### src/rtl/csync_pkg.sv
package csync_pkg;
    typedef enum logic {
        HSRC_PASS = 1'b0,
        HSRC_GEN  = 1'b1
    } hsrc_e;
endpackage

### src/rtl/csync_polarity.sv
module csync_polarity #(
    parameter int WIN = 13824
) (
    input  logic clk,
    input  logic rst_n,
    input  logic raw_i,
    output logic pos_o
);
    localparam int WW = $clog2(WIN + 1);

    typedef struct packed {
        logic [WW-1:0] wc;
        logic [WW-1:0] hi;
        logic          smp;
        logic          neg;
        logic          pos;
    } pol_t;

    pol_t s_d, s_q;
    logic [WW-1:0] hi_sum;

    always_comb begin
        s_d     = s_q;
        hi_sum  = s_q.hi + WW'(s_q.smp);
        s_d.smp = raw_i;
        s_d.pos = s_q.smp ^ s_q.neg;
        if (s_q.wc == WW'(WIN - 1)) begin
            s_d.neg = (hi_sum > WW'(WIN / 2));
            s_d.wc  = '0;
            s_d.hi  = '0;
        end else begin
            s_d.wc = s_q.wc + 1'b1;
            s_d.hi = hi_sum;
        end
    end

    always_ff @(posedge clk or negedge rst_n) begin
        if (!rst_n) s_q <= '0;
        else        s_q <= s_d;
    end

    assign pos_o = s_q.pos;

    logic          neg_w;
    logic [WW-1:0] wc_w;
    assign neg_w = s_q.neg;
    assign wc_w  = s_q.wc;

    // the polarity decision only moves at a window boundary
    a_r2_window_hold: assert property (@(posedge clk) disable iff (!rst_n)
        (wc_w != WW'(WIN - 1)) |=> $stable(neg_w));
endmodule

### src/rtl/csync_vsep.sv
module csync_vsep #(
    parameter int RUN_MIN = 216,
    parameter int HOLD    = 216
) (
    input  logic clk,
    input  logic rst_n,
    input  logic pos_i,
    output logic vs_o
);
    localparam int RW = $clog2(RUN_MIN + 1);
    localparam int HW = $clog2(HOLD + 1);

    typedef struct packed {
        logic [RW-1:0] rc;
        logic [HW-1:0] hc;
        logic          vs;
    } vs_t;

    vs_t s_d, s_q;

    always_comb begin
        s_d = s_q;
        if (!pos_i)                        s_d.rc = '0;
        else if (s_q.rc != RW'(RUN_MIN))   s_d.rc = s_q.rc + 1'b1;

        if (s_q.vs && !pos_i) s_d.hc = s_q.hc + 1'b1;
        else                  s_d.hc = '0;

        if (!s_q.vs)
            s_d.vs = pos_i && (s_q.rc >= RW'(RUN_MIN - 1));
        else
            s_d.vs = pos_i || (s_q.hc != HW'(HOLD - 1));
    end

    always_ff @(posedge clk or negedge rst_n) begin
        if (!rst_n) s_q <= '0;
        else        s_q <= s_d;
    end

    assign vs_o = s_q.vs;

    logic [RW-1:0] rc_w;
    assign rc_w = s_q.rc;

    // vertical only starts after a full-length high run
    a_r3_run_before_rise: assert property (@(posedge clk) disable iff (!rst_n)
        $rose(vs_o) |-> ($past(pos_i) && ($past(rc_w) >= RW'(RUN_MIN - 1))));
    // vertical only ends while the normalized input is low
    a_r4_fall_when_low: assert property (@(posedge clk) disable iff (!rst_n)
        $fell(vs_o) |-> !$past(pos_i));
endmodule

### src/rtl/csync_hgen.sv
module csync_hgen
    import csync_pkg::*;
#(
    parameter int INS_W   = 54,
    parameter int DEF_PER = 864,
    parameter int PER_W   = 12,
    parameter int CNT_W   = 6
) (
    input  logic clk,
    input  logic rst_n,
    input  logic pos_i,
    input  logic vs_i,
    output logic hs_o
);
    localparam logic [PER_W-1:0] PMAX = '1;
    localparam logic [CNT_W-1:0] CMAX = '1;

    typedef struct packed {
        logic             pos_prev;
        logic             vs_prev;
        logic [CNT_W-1:0] cnt;
        logic [CNT_W-1:0] nh;
        logic [PER_W-1:0] gap;
        logic [PER_W-1:0] per;
        logic             have;
        logic             per_ok;
        hsrc_e            src;
        logic [PER_W-1:0] ph;
        logic [PER_W-1:0] plen;
        logic             hs;
    } hg_t;

    hg_t s_d, s_q;
    logic             rise;
    logic             gen_now;
    logic [PER_W-1:0] ph_use;
    logic [PER_W-1:0] plen_use;

    always_comb begin
        s_d          = s_q;
        rise         = pos_i && !s_q.pos_prev;
        s_d.pos_prev = pos_i;
        s_d.vs_prev  = vs_i;

        if (!vs_i)                    s_d.cnt = '0;
        else if (rise && s_q.cnt != CMAX) s_d.cnt = s_q.cnt + 1'b1;

        if (s_q.vs_prev && !vs_i) s_d.nh = s_q.cnt;

        gen_now = vs_i && (s_q.cnt >= s_q.nh);

        if (rise)                s_d.gap = '0;
        else if (s_q.gap != PMAX) s_d.gap = s_q.gap + 1'b1;

        if (rise) begin
            if (gen_now) begin
                s_d.have = 1'b0;
            end else begin
                s_d.have = 1'b1;
                if (s_q.have) begin
                    s_d.per    = (s_q.gap == PMAX) ? s_q.gap : s_q.gap + 1'b1;
                    s_d.per_ok = 1'b1;
                end
            end
        end

        if (gen_now && s_q.src == HSRC_PASS) begin
            plen_use = s_q.per_ok ? s_q.per : PER_W'(DEF_PER);
            ph_use   = PER_W'(1);
            s_d.plen = plen_use;
        end else begin
            plen_use = s_q.plen;
            ph_use   = s_q.ph;
        end

        if (gen_now) begin
            s_d.src = HSRC_GEN;
            s_d.hs  = (ph_use < PER_W'(INS_W));
            s_d.ph  = (ph_use >= plen_use - 1'b1) ? '0 : ph_use + 1'b1;
        end else begin
            s_d.src = HSRC_PASS;
            s_d.hs  = pos_i;
            s_d.ph  = '0;
        end
    end

    always_ff @(posedge clk or negedge rst_n) begin
        if (!rst_n) s_q <= '0;
        else        s_q <= s_d;
    end

    assign hs_o = s_q.hs;

    logic             vs_prev_w;
    logic             gen_w;
    logic [CNT_W-1:0] nh_w;
    logic [CNT_W-1:0] cnt_w;
    logic [PER_W-1:0] per_w;
    assign vs_prev_w = s_q.vs_prev;
    assign gen_w     = (s_q.src == HSRC_GEN);
    assign nh_w      = s_q.nh;
    assign cnt_w     = s_q.cnt;
    assign per_w     = s_q.per;

    // the stored line count is the edge count at the end of vertical
    a_r5_count_latch: assert property (@(posedge clk) disable iff (!rst_n)
        (vs_prev_w && !vs_i) |=> (nh_w == $past(cnt_w)));
    // outside generation the output is the input one cycle later
    a_r6_pass_follows: assert property (@(posedge clk) disable iff (!rst_n)
        !gen_w |-> (hs_o == $past(pos_i)));
    // the period only moves on a passed rising edge
    a_r8_period_on_edge: assert property (@(posedge clk) disable iff (!rst_n)
        !$stable(per_w) |-> $past(rise && !gen_now));
endmodule

### src/rtl/csync_splitter.sv
module csync_splitter #(
    parameter int CLK_PER_US  = 27,
    parameter int VS_MIN_US   = 8,
    parameter int INS_US      = 2,
    parameter int DEF_LINE_US = 32,
    parameter int POL_WIN_US  = 512,
    parameter int MAX_VLINES  = 63
) (
    input  logic clk,
    input  logic rst_n,
    input  logic csync_i,
    output logic hsync_o,
    output logic vsync_o
);
    localparam int RUN_MIN = VS_MIN_US * CLK_PER_US;
    localparam int INS_W   = INS_US * CLK_PER_US;
    localparam int DEF_PER = DEF_LINE_US * CLK_PER_US;
    localparam int WIN     = POL_WIN_US * CLK_PER_US;
    localparam int PER_W   = $clog2(4 * DEF_PER);
    localparam int CNT_W   = $clog2(MAX_VLINES + 1);

    logic pos_w;
    logic vs_w;

    csync_polarity #(.WIN(WIN)) u_pol (
        .clk  (clk),
        .rst_n(rst_n),
        .raw_i(csync_i),
        .pos_o(pos_w)
    );

    csync_vsep #(.RUN_MIN(RUN_MIN), .HOLD(RUN_MIN)) u_vsep (
        .clk  (clk),
        .rst_n(rst_n),
        .pos_i(pos_w),
        .vs_o (vs_w)
    );

    csync_hgen #(
        .INS_W  (INS_W),
        .DEF_PER(DEF_PER),
        .PER_W  (PER_W),
        .CNT_W  (CNT_W)
    ) u_hgen (
        .clk  (clk),
        .rst_n(rst_n),
        .pos_i(pos_w),
        .vs_i (vs_w),
        .hs_o (hsync_o)
    );

    assign vsync_o = vs_w;
endmodule

### config.mk
export PLATFORM = sky130hd
export DESIGN_NAME = csync_splitter
export DESIGN_NICKNAME = d
export VERILOG_FILES = /design/src/rtl/csync_pkg.sv /design/src/rtl/csync_polarity.sv /design/src/rtl/csync_vsep.sv /design/src/rtl/csync_hgen.sv /design/src/rtl/csync_splitter.sv
export SDC_FILE = /design/constraint.sdc
export NUM_CORES = 1
export LEC_CHECK = 0
export ABC_CLOCK_PERIOD_IN_PS = 4900
export BUFFER_PORTS_ARGS = -buffer_cell sky130_fd_sc_hd__buf_2
export CORE_MARGIN = 3
export CORE_UTILIZATION = 30
export CTS_CLUSTER_DIAMETER = 60
export DETAILED_ROUTE_END_ITERATION = 8
export GPL_TIMING_DRIVEN = 0
export PLACE_DENSITY = 0.55
export REMOVE_ABC_BUFFERS = 1
export SLEW_MARGIN = 20
export SYNTH_ARGS = -nofsm -noshare
export SYNTH_HDL_FRONTEND = slang
export SYNTH_SLANG_ARGS = --single-unit
### constraint.sdc
create_clock -name clk -period 4.9 [get_ports clk]
set_input_delay 0.98 -clock clk [delete_from_list [all_inputs] [get_ports clk]]
set_output_delay 0.98 -clock clk [all_outputs]
set_load 0.01 [all_outputs]
; ---- Word-level counts from Yosys, hierarchy flattened
; Index checks and enable logic that the tools add are counted.
; Widths: inputs -> output; s select.
[word_totals]
romBits = 0
latch_bits = 0
register_bits = 114
ram_bits = 0
in_bits = 3
word_cells = 74
output_inout_bits = 2
mem_count = 0
[op_classes]
reduce_logical = 13
add_sub_neg = 8
mul = 0
eq_ne = 8
div_mod_pow = 0
n_shift = 0
order_cmp = 5
bitwise_logic = 3
n_mux = 17
[ops]
columns = operator, count
row1 = $mux 12, 7
row2 = $mux 28, 1
row3 = $add 12x1->12 const B, 2
row4 = $mux 8, 3
row5 = $add 8x1->8 const B, 2
row6 = $ne 8x8->1 const B, 2
row7 = $add 14x1->14, 1
row8 = $add 14x1->14 const B, 1
row9 = $eq 14x14->1 const B, 1
row10 = $gt 14x13->1 const B, 1
row11 = $mux 13, 1
row12 = $eq 12x12->1 const B, 1
row13 = $ge 12x12->1, 1
row14 = $lt 12x6->1 const B, 1
row15 = $mux 6, 2
row16 = $ne 12x12->1 const B, 1
row17 = $sub 12x1->12 const B, 1
row18 = $ge 8x8->1 const B, 1
row19 = $logic_and 1x1->1, 7
row20 = $add 6x1->6 const B, 1
row21 = $ge 6x6->1, 1
row22 = $ne 6x6->1 const B, 1
row23 = $ne 2x1->1 const B, 2
row24 = $logic_not 1->1, 3
row25 = 6 further kinds, 9

; ---- Depth between registers and ports, before layout
; Gate-level depths: netlist (run 1).
[logic_depth]
depth_word = 8
ltp_mapped = 20
mapped_depth_nobuf = 18

; ---- Modules after synthesis
; From an unflattened synthesis (run 1), not the netlist that was laid out.
[hier_totals]
hier_cells = 666
hier_area_um2 = 6513.7
[by_module_without_submodules]
columns = mod, seq_area_each_um2, area_per_inst_um2, n_inst, cells_per_inst
row1 = csync_hgen, 1651.6, 3993.8, 1, 407
row2 = csync_polarity, 775.7, 1672.9, 1, 170
row3 = csync_vsep, 425.4, 847.1, 1, 89

; ---- Least setup slack after synthesis (run 1)
; No wires, ideal clock.
[synth_path]
kind = reg-to-reg
startpoint = register u_hgen.s_q (netlist bit u_hgen.cnt_w[5])
endpoint = register u_hgen.s_q[20] (netlist bit)
path_buffers = 2
path_slack_ps = 1031
synth_period_minus_slack_ps = 3869
setup_time_ps = 86
arrival_ps = 3783
stages_incl_launch_ff = 19
required_ps = 4814
cell_sequence = dfrtp_1 > ha_1 > a21oi_1 > o22ai_1 > nor2_1 > clkbuf_1 > o21ai_0 > inv_1 > ha_1 > o211ai_1 > xor2_1 > ha_1 > a21o_1 > a21o_1 > a2111oi_2 > o21ai_0 > a41o_1 > buf_2 > nor3_1
[synth_lines]
columns = item, line_no
row1 = from (decl), csync_hgen.sv:33  ; hg_t s_d, s_q;
row2 = from (signal assigned), csync_hgen.sv:88  ; if (!rst_n) s_q <= '0;
row3 = from (signal assigned), csync_hgen.sv:89  ; else s_q <= s_d;

==> metrics.md, run 1 <==
| Metric | Value |
|---|---|
| Final cycle utilization of the critical path | 88.3% |
| Avg Inst Size Synth | 9.67 sq um |
| R2R Path Start | u_hgen.cnt_w[0] |
| Max_cap viols | 0 |
| Die Y-Extent | 147 um |
| Core footprint | 19600 sq um |
| Power Total | between 2 and 3 mW |
| Sequential area share after synthesis | 47.5% |
| Clock Root Buffer | clkbuf_16 |
| Fraction of layout cells with a size suffix above 1 | 8.49% |
| WL final | 11.5 mm |
| Worst Max-Slew Pin Slew | just under 800 ps |
| Internal | 2.01 mW |
| GR Util met2 | a little under a fifth |
| Most used cell, CP | ha_1 |
| R2R depth | 17 |
| Clock Latency Late Sink | 420 ps |
| Sw frac | 23.1% |
| Port buffer count | 4 |
| Sequential share of power | between 40% and 50% |
| First-pass GRT wire length | just over 20 mm |
| Psw | ~600 uW |
| Post-synth top area cell | dfrtp_1 |
| RSZ-0062 raised after global routing | no |
| Routed Antenna Nets | 0 |
| CTS clock-pin slew for the worst setup and hold paths | 50 ps |
| Status | finished clean |
| Pleak | ~3.2 nW |
| Cts hold-fix bufs | 0 |
| Largest net degree at the start of global routing | 72 |
| Clock Power Share | about half |
| Fmax | 231 MHz |
| PwrDens | 375 nW/um^2 |
| Worst Setup EP | u_hgen.s_q[17] |
| Number of synthesized flops with an enable pin | 0 |
| Relative slew slack | 48.5% |
| Mapped Cells | 621 |
| Final setup viols | 0 |
| Share of the synthesized area in the top cell type | 47.5% |
| Capture point of the worst reg-to-reg path | u_hgen.s_q[17] |
| Longest Clk Path Bufs | 2 |
| CP startpoint kind | flop |
| Minimum clock period | 4330 ps |
| Area delta synth->final | 16.0% |
| Io pins | 5 |
| Row count | 51 |
| Crit Path Class | flop to flop |
| Die width | around 150 um |
| CP endpoint kind | flop |
| Via-to-Cell Ratio | approximately 4.8 |
| Worst Setup SP | u_hgen.cnt_w[0] |
| Met1 GRT Util | 15.1% |
| VDD IR max | 0.255 mV |
| Fin. Hold Viols | 0 |
| Clock tree sinks | roughly 110 |
| H-tree Lvls | 4 |
| Post-placement cell area | 6320 sq um |
| CTS tree | done |
| Crit path max fanout | 21 |
| Area contributors post-synth | dfrtp_1, ha_1, xnor2_1 |
| Met3 usage | 3.43% |
| Comb power frac | 7.6% |
| Die ar. | 21700 sq um |
| Worst-path cell chain | inv_1, ha_1, nor3b_1, nor3_1, nor2_4, o21ai_0, inv_1, ha_1, o211ai_1, xor2_1, ha_1, a21o_1, a21o_1, a2111oi_2, o21ai_0, a41o_1, nor3_1 |
| Residual DRC | 0 |
| Crit-path max cell delay | 430 ps |
| Post-cts sizing count | 0 |
| Vias | 4281 |
| Synth Register Bits | 114 |
| Mapped Area | 6000 sq um |
| Design area | 6970 sq um |
| Post-route setup TNS | 0 ps |
| Num CTS Buffers | 17 |
| Wire per inst | about 13 um |
| GRT Total Usage | a little under an eighth |
| Fin util | 35.6% |
| Ys Warns | 0 |
| Ant. Diodes | 0 |
| CP max-delay cell | a41o_1 |
| Flop-to-flop setup slack | 570 ps |
| Worst path required time | 5220 ps |
| Vias in the first global route | 4383 |
| Gp weighted congestion | between 0.8 and 0.9 |
| Final number of max-transition violations | 0 |
| Clock Skew | 14.3 ps |
| Async S/R FF share, synth | 100% |
| Min-delay worst type | flop to flop |
| Unique masters post-synth | 58 |
| Initial antenna violation count | 0 |
| Initial DRC count | 227 |
| Nets | roughly 660 |
| Hold Slack | 456 ps |
| Initial core utilization | between 30 and 40% |
| Dpl hpwl | approximately 8 mm |
| Aggregate global routing overflow | 0 |
| Busiest grt layer | met2 |
| First drt pass iteration count | 4 |
| Main synth FF type | dfrtp_1 |
| Post-CTS setup buffer count | 0 |
| Crit path DAT | 4640 ps |
cells by family after synthesis:
| family | count (synthesis) | share of synthesized area [%] |
|---|---|---|
| fa+ha+maj | 28 | 5.84 |
| flops | 114 | 47.5 |
| compound gates | 93 | 9.90 |
| buf+inv | 40 | 2.69 |
| mux | 7 | 1.21 |
| simple gates | 278 | 23.9 |
| xor+xnor | 61 | 8.90 |
worst max-delay path, delay by kind of cell, from the launching register on:
family | cells | cell delay (ps)
adder cells (fa/ha/maj) | 3 | 750
AND/OR/NAND/NOR | 4 | 1100
AO/OA/AOI/OAI | 7 | 1620
XOR/XNOR | 1 | 170
buffers and inverters | 2 | 200
flip-flops | 1 | 380
cells in the final DEF (no fill, tap or decap), types with 5 or more instances in the layout:
| cell type | synthesis | final |
|---|---|---|
| a21o_1 | 6 | 6 |
| a21oi_1 | 11 | 11 |
| a31oi_1 | 8 | 8 |
| and2_1 | 12 | 12 |
| and3_1 | 22 | 22 |
| and4_1 | 6 | 6 |
| bufinv_16 | 0 | 5 |
| clkbuf_16 | 0 | 17 |
| dfrtp_1 | 114 | 114 |
| ha_1 | 28 | 28 |
| inv_1 | 19 | 19 |
| mux2i_1 | 5 | 5 |
| nand2_1 | 66 | 66 |
| nand2b_1 | 12 | 12 |
| nand3_1 | 27 | 27 |
| nand4_1 | 8 | 8 |
| nor2_1 | 63 | 62 |
| nor2b_1 | 13 | 11 |
| nor3_1 | 13 | 13 |
| nor4_1 | 5 | 5 |
| o211ai_1 | 6 | 6 |
| o21ai_0 | 39 | 39 |
| or3_1 | 9 | 9 |
| xnor2_1 | 31 | 31 |
| xor2_1 | 30 | 30 |
cells in the mapped netlist (all sizes together), types with 3 or more instances:
library cell / n
dfrtp: 114
nand2: 68
nor2: 63
o21ai: 39
xnor2: 31
xor2: 30
ha: 28
nand3: 28
and3: 23
inv: 19
clkbuf: 17
and2: 13
nor2b: 13
nor3: 13
nand2b: 12
a21oi: 11
or3: 10
a31oi: 8
nand4: 8
a21o: 7
and4: 7
o211ai: 7
mux2i: 5
nor4: 5
buf: 4
nor3b: 4
o21a: 4
nand4b: 3
o31ai: 3
or4: 3
worst min-delay path by stage:
stage               cells after the start            end          start
floorplan                               1  u_vsep.s_q[1]  u_vsep.s_q[1]
finish                                  1  u_vsep.s_q[1]  u_vsep.s_q[1]
CTS                                     1  u_vsep.s_q[1]  u_vsep.s_q[1]
global placement                        1  u_vsep.s_q[1]  u_vsep.s_q[1]
detailed placement                      1  u_vsep.s_q[1]  u_vsep.s_q[1]
global route                            1  u_vsep.s_q[1]  u_vsep.s_q[1]
power groups by stage:
| stage | sequential, mW | clock (mW) | combinational, mW |
|---|---|---|---|
| after floorplan | 1.07 | 0 | 0.145 |
| after global placement | 1.08 | 0 | 0.193 |
| after detailed placement | 1.08 | 0 | 0.202 |
| after CTS | 1.07 | 1.37 | 0.203 |
| after global routing | 1.08 | 1.42 | 0.235 |
| final | 1.07 | 1.34 | 0.198 |
registers in the layout, indices dropped and copies added (netlist names), 6 cells and up:
name,cells
u_vsep.s_q,8
u_vsep.rc_w,8
u_hgen.per_w,12
u_hgen.cnt_w,6
u_hgen.nh_w,6
u_pol.wc_w,14
u_pol.s_q,15
u_hgen.s_q,39
cell type report:
type	count	area, sq um
fillers	1941	12600
multi-input cells	467	3000
flip-flops and latches	114	2850
clock buffers	20	457
well taps	265	332
clock inverters	10	183
inverters	19	71.3
repair buffers	6	68.8
per-stage QoR:
step                      setup WS, ps  std cells
after global placement           -64.6        869
after global routing               127        901
after detailed placement           268        871
after CTS                          293        901
after floorplan                    722        600
final                              572        901
per-layer routing:
| layer | up-vias | part of all wire [%] |
|---|---|---|
| met5 | - | 0 |
| met4 | 0 | 0.98 |
| met3 | 9 | 3.0 |
| met2 | 50 | 46 |
| met1 | 2056 | 50 |
| li1 | 2166 | - |
No activity file was read; power rests on OpenSTA's default activity.
==> run 2: changes to the inputs <==
--- a/config.mk
+++ b/config.mk
@@ -7,6 +7,7 @@
 export LEC_CHECK = 0
 export ABC_CLOCK_PERIOD_IN_PS = 4900
 export BUFFER_PORTS_ARGS = -buffer_cell sky130_fd_sc_hd__buf_2
+export CORE_ASPECT_RATIO = 0.75
 export CORE_MARGIN = 3
 export CORE_UTILIZATION = 30
 export CTS_CLUSTER_DIAMETER = 60
==> run 2 against run 1 <==
Net effect:
- clock power fell by 4%
- critical endpoint is now u_hgen.s_q[20]
- final cell count shrank 1.1%
- flip-flop and latch count stayed put
- setup slack got worse by 160 ps
- critical path type unchanged
==> metrics.md, run 2 (same netlist as run 1, synthesis figures left out) <==
| Metric | Value |
|---|---|
| Status | finished clean (unchanged) |
| Core footprint | 19500 sq um (was 19600 sq um) |
| WL final | 11.4 mm (was 11.5 mm) |
| Row count | 44 (was 51) |
| Via-to-Cell Ratio | 4.88 (was 4.75) |
| Die width | 169 um (was 147 um) |
| Fraction of layout cells with a size suffix above 1 | 8.46% (was 8.49%) |
| # fillers | 1992 (was 1941) |
| Area delta synth->final | 15.2% (was 16.0%) |
| Aggregate global routing overflow | 0 (unchanged) |
| Crit Path Class | flop to flop (unchanged) |
| Final cycle utilization of the critical path | 91.6% (was 88.3%) |
| Fmax | 223 MHz (was 231 MHz) |
| RSZ-0062 raised after global routing | no (unchanged) |
| Post-CTS setup buffer count | 0 (unchanged) |
| Most frequent cells in the layout | dfrtp_1, nand2_1, nor2_1 (unchanged) |
| Initial DRC count | 219 (was 227) |
| R2R Path Start | u_hgen.cnt_w[0] (unchanged) |
| Final setup viols | 0 (unchanged) |
| Cts hold-fix bufs | 0 (unchanged) |
| Met3 usage | 3.22% (was 3.43%) |
| PwrDens | 369 nW/um^2 (was 375 nW/um^2) |
| Flop-to-flop setup slack | 410 ps (was 570 ps) |
| CTS tree | done (unchanged) |
| Routed Antenna Nets | 0 (unchanged) |
| Minimum clock period | 4490 ps (was 4330 ps) |
| Ant. Diodes | 0 (unchanged) |
| Clock Skew | 8.69 ps (was 14.3 ps) |
| First-pass GRT wire length | 19.8 mm (was 20.7 mm) |
| H-tree Lvls | 4 (unchanged) |
| Met1 GRT Util | 15.8% (was 15.1%) |
| Capture point of the worst reg-to-reg path | u_hgen.s_q[20] (was u_hgen.s_q[17]) |
| Post-placement cell area | 6300 sq um (was 6320 sq um) |
| Crit path max fanout | 21 (unchanged) |
| Clock Root Buffer | clkbuf_16 (unchanged) |
| First drt pass iteration count | 4 (unchanged) |
| Clock Latency Late Sink | 410 ps (was 420 ps) |
| Final WS setup | 414 ps (was 572 ps) |
| VDD IR max | 0.204 mV (was 0.255 mV) |
| Pleak | 3.15 nW (was 3.16 nW) |
| Num CTS Buffers | 17 (unchanged) |
| Most common cell after layout, fill and taps aside | dfrtp_1 (unchanged) |
| Residual DRC | 0 (unchanged) |
| CP endpoint kind | flop (unchanged) |
| Port buffer count | 4 (unchanged) |
| Dpl hpwl | 7.90 mm (was 7.98 mm) |
| Max_cap viols | 0 (unchanged) |
| Initial core utilization | 30.8% (was 30.6%) |
| Busiest grt layer | met2 (unchanged) |
| Worst slack at placement | 156 ps (was 268 ps) |
| Biggest register | u_hgen.s_q (unchanged) |
| Largest register FFs | 39 (unchanged) |
| Final number of max-transition violations | 0 (unchanged) |
| Gp weighted congestion | 0.795 (was 0.831) |
| R2R depth | 17 (unchanged) |
| Largest net degree at the start of global routing | 77 (was 72) |
| Clock tree sinks | 114 (unchanged) |
| Worst Max-Slew Pin Slew | 740 ps (was 770 ps) |
| Crit path DAT | 4810 ps (was 4640 ps) |
| Vias in the first global route | 4163 (was 4383) |
| Die ar. | 21800 sq um (was 21700 sq um) |
| GR Util met2 | 16.2% (was 18.5%) |
| Min-delay worst type | input port to asynchronous set/reset pin (was flop to flop) |
| Die Y-Extent | 129 um (was 147 um) |
| Relative slew slack | 50.5% (was 48.5%) |
| Vias | 4351 (was 4281) |
| CP startpoint kind | flop (unchanged) |
| Nets | 656 (unchanged) |
| Design area | 6920 sq um (was 6970 sq um) |
| CTS clock-pin slew for the worst setup and hold paths | 50 ps (about the same) |
| Wire per inst | 12.8 um (about the same) |
| Initial antenna violation count | 0 (unchanged) |
| Fin. Hold Viols | 0 (unchanged) |
| Longest Clk Path Bufs | 2 (unchanged) |
| Io pins | 5 (unchanged) |
| GRT Total Usage | 11.1% (was 11.5%) |
| Worst path required time | 5220 ps (about the same) |
==> run 2: cell types whose count changed in the layout (fill, tap and decap cells not counted), sizes merged <==
cell      change
clkbuf        +1
clkinv        +3
clkinvlp      -1
bufinv        -1
==> run 2: worst max path at each step <==
stage	from	end	slack, ps	cells after the start
4_1_cts	u_hgen.cnt_w[0]	u_hgen.s_q[23]	130	17
3_3_place_gp	u_hgen.cnt_w[0]	u_hgen.s_q[17]	-180	17
3_5_place_dp	u_hgen.cnt_w[0]	u_hgen.s_q[23]	160	17
6_report	u_hgen.cnt_w[0]	u_hgen.s_q[20]	410	17
5_1_grt	u_hgen.cnt_w[0]	u_hgen.s_q[17]	10	17
2_1_floorplan	u_hgen.cnt_w[5]	u_hgen.s_q[17]	720	16
==> run 2: routing by layer <==
| metal | up-vias | share of wire, % |
|---|---|---|
| met4 | 0 | 1.5 |
| met3 | 15 | 2.4 |
| met5 | - | 0 |
| met1 | 2133 | 53 |
| met2 | 42 | 43 |
| li1 | 2161 | - |
==> run 2: critical path: stages, from the launching register on <==
cell	delay (ps)
dfrtp_1	370
inv_1	80
ha_1	290
nor3b_1	380
nor3_1	180
nor2_4	380
o21ai_0	230
inv_1	120
ha_1	300
o211ai_1	160
xor2_1	170
ha_1	190
a21o_1	170
a21o_1	180
a2111oi_2	340
o21ai_0	190
a41o_1	420
nor3_1	230
==> run 2: report_power, final <==
part / internal, mW / total (mW) / switching [mW]
sequential: 0.998 / 1.07 / 0.0723
clock: 0.859 / 1.29 / 0.430
combinational: 0.0881 / 0.196 / 0.108
total: 1.94 / 2.56 / 0.610
==> run 2: timing repair <==
action,4_1_cts,5_1_grt
setup endpoints to repair,0,12
endpoints found under the hold margin,0,0
resized for setup,0,1
==> run 2: final cells by class <==
| cell class | count | area [sq um] | area share [%] |
|---|---|---|---|
| Inverter | 19 | 71.3 | 1.03 |
| Multi-Input combinational cell | 467 | 3000 | 43.4 |
| Clock inverter | 11 | 160 | 2.32 |
| Sequential cell | 114 | 2850 | 41.2 |
| Timing Repair Buffer | 6 | 65.1 | 0.940 |
| Clock buffer | 21 | 450 | 6.51 |
| Tap cell | 253 | 317 | 4.58 |
==> run 2: metrics by stage <==
step	setup TNS [ps]	instances	hold slack, ps	utilization [%]	power (mW)
after floorplan	0	600	425	-	1.21
after global placement	-1450	857	444	32.1	1.27
after detailed placement	0	859	466	32.3	1.29
after global routing	0	891	485	35.5	2.67
final	0	891	466	35.5	2.56
after CTS	0	891	473	35.5	2.59
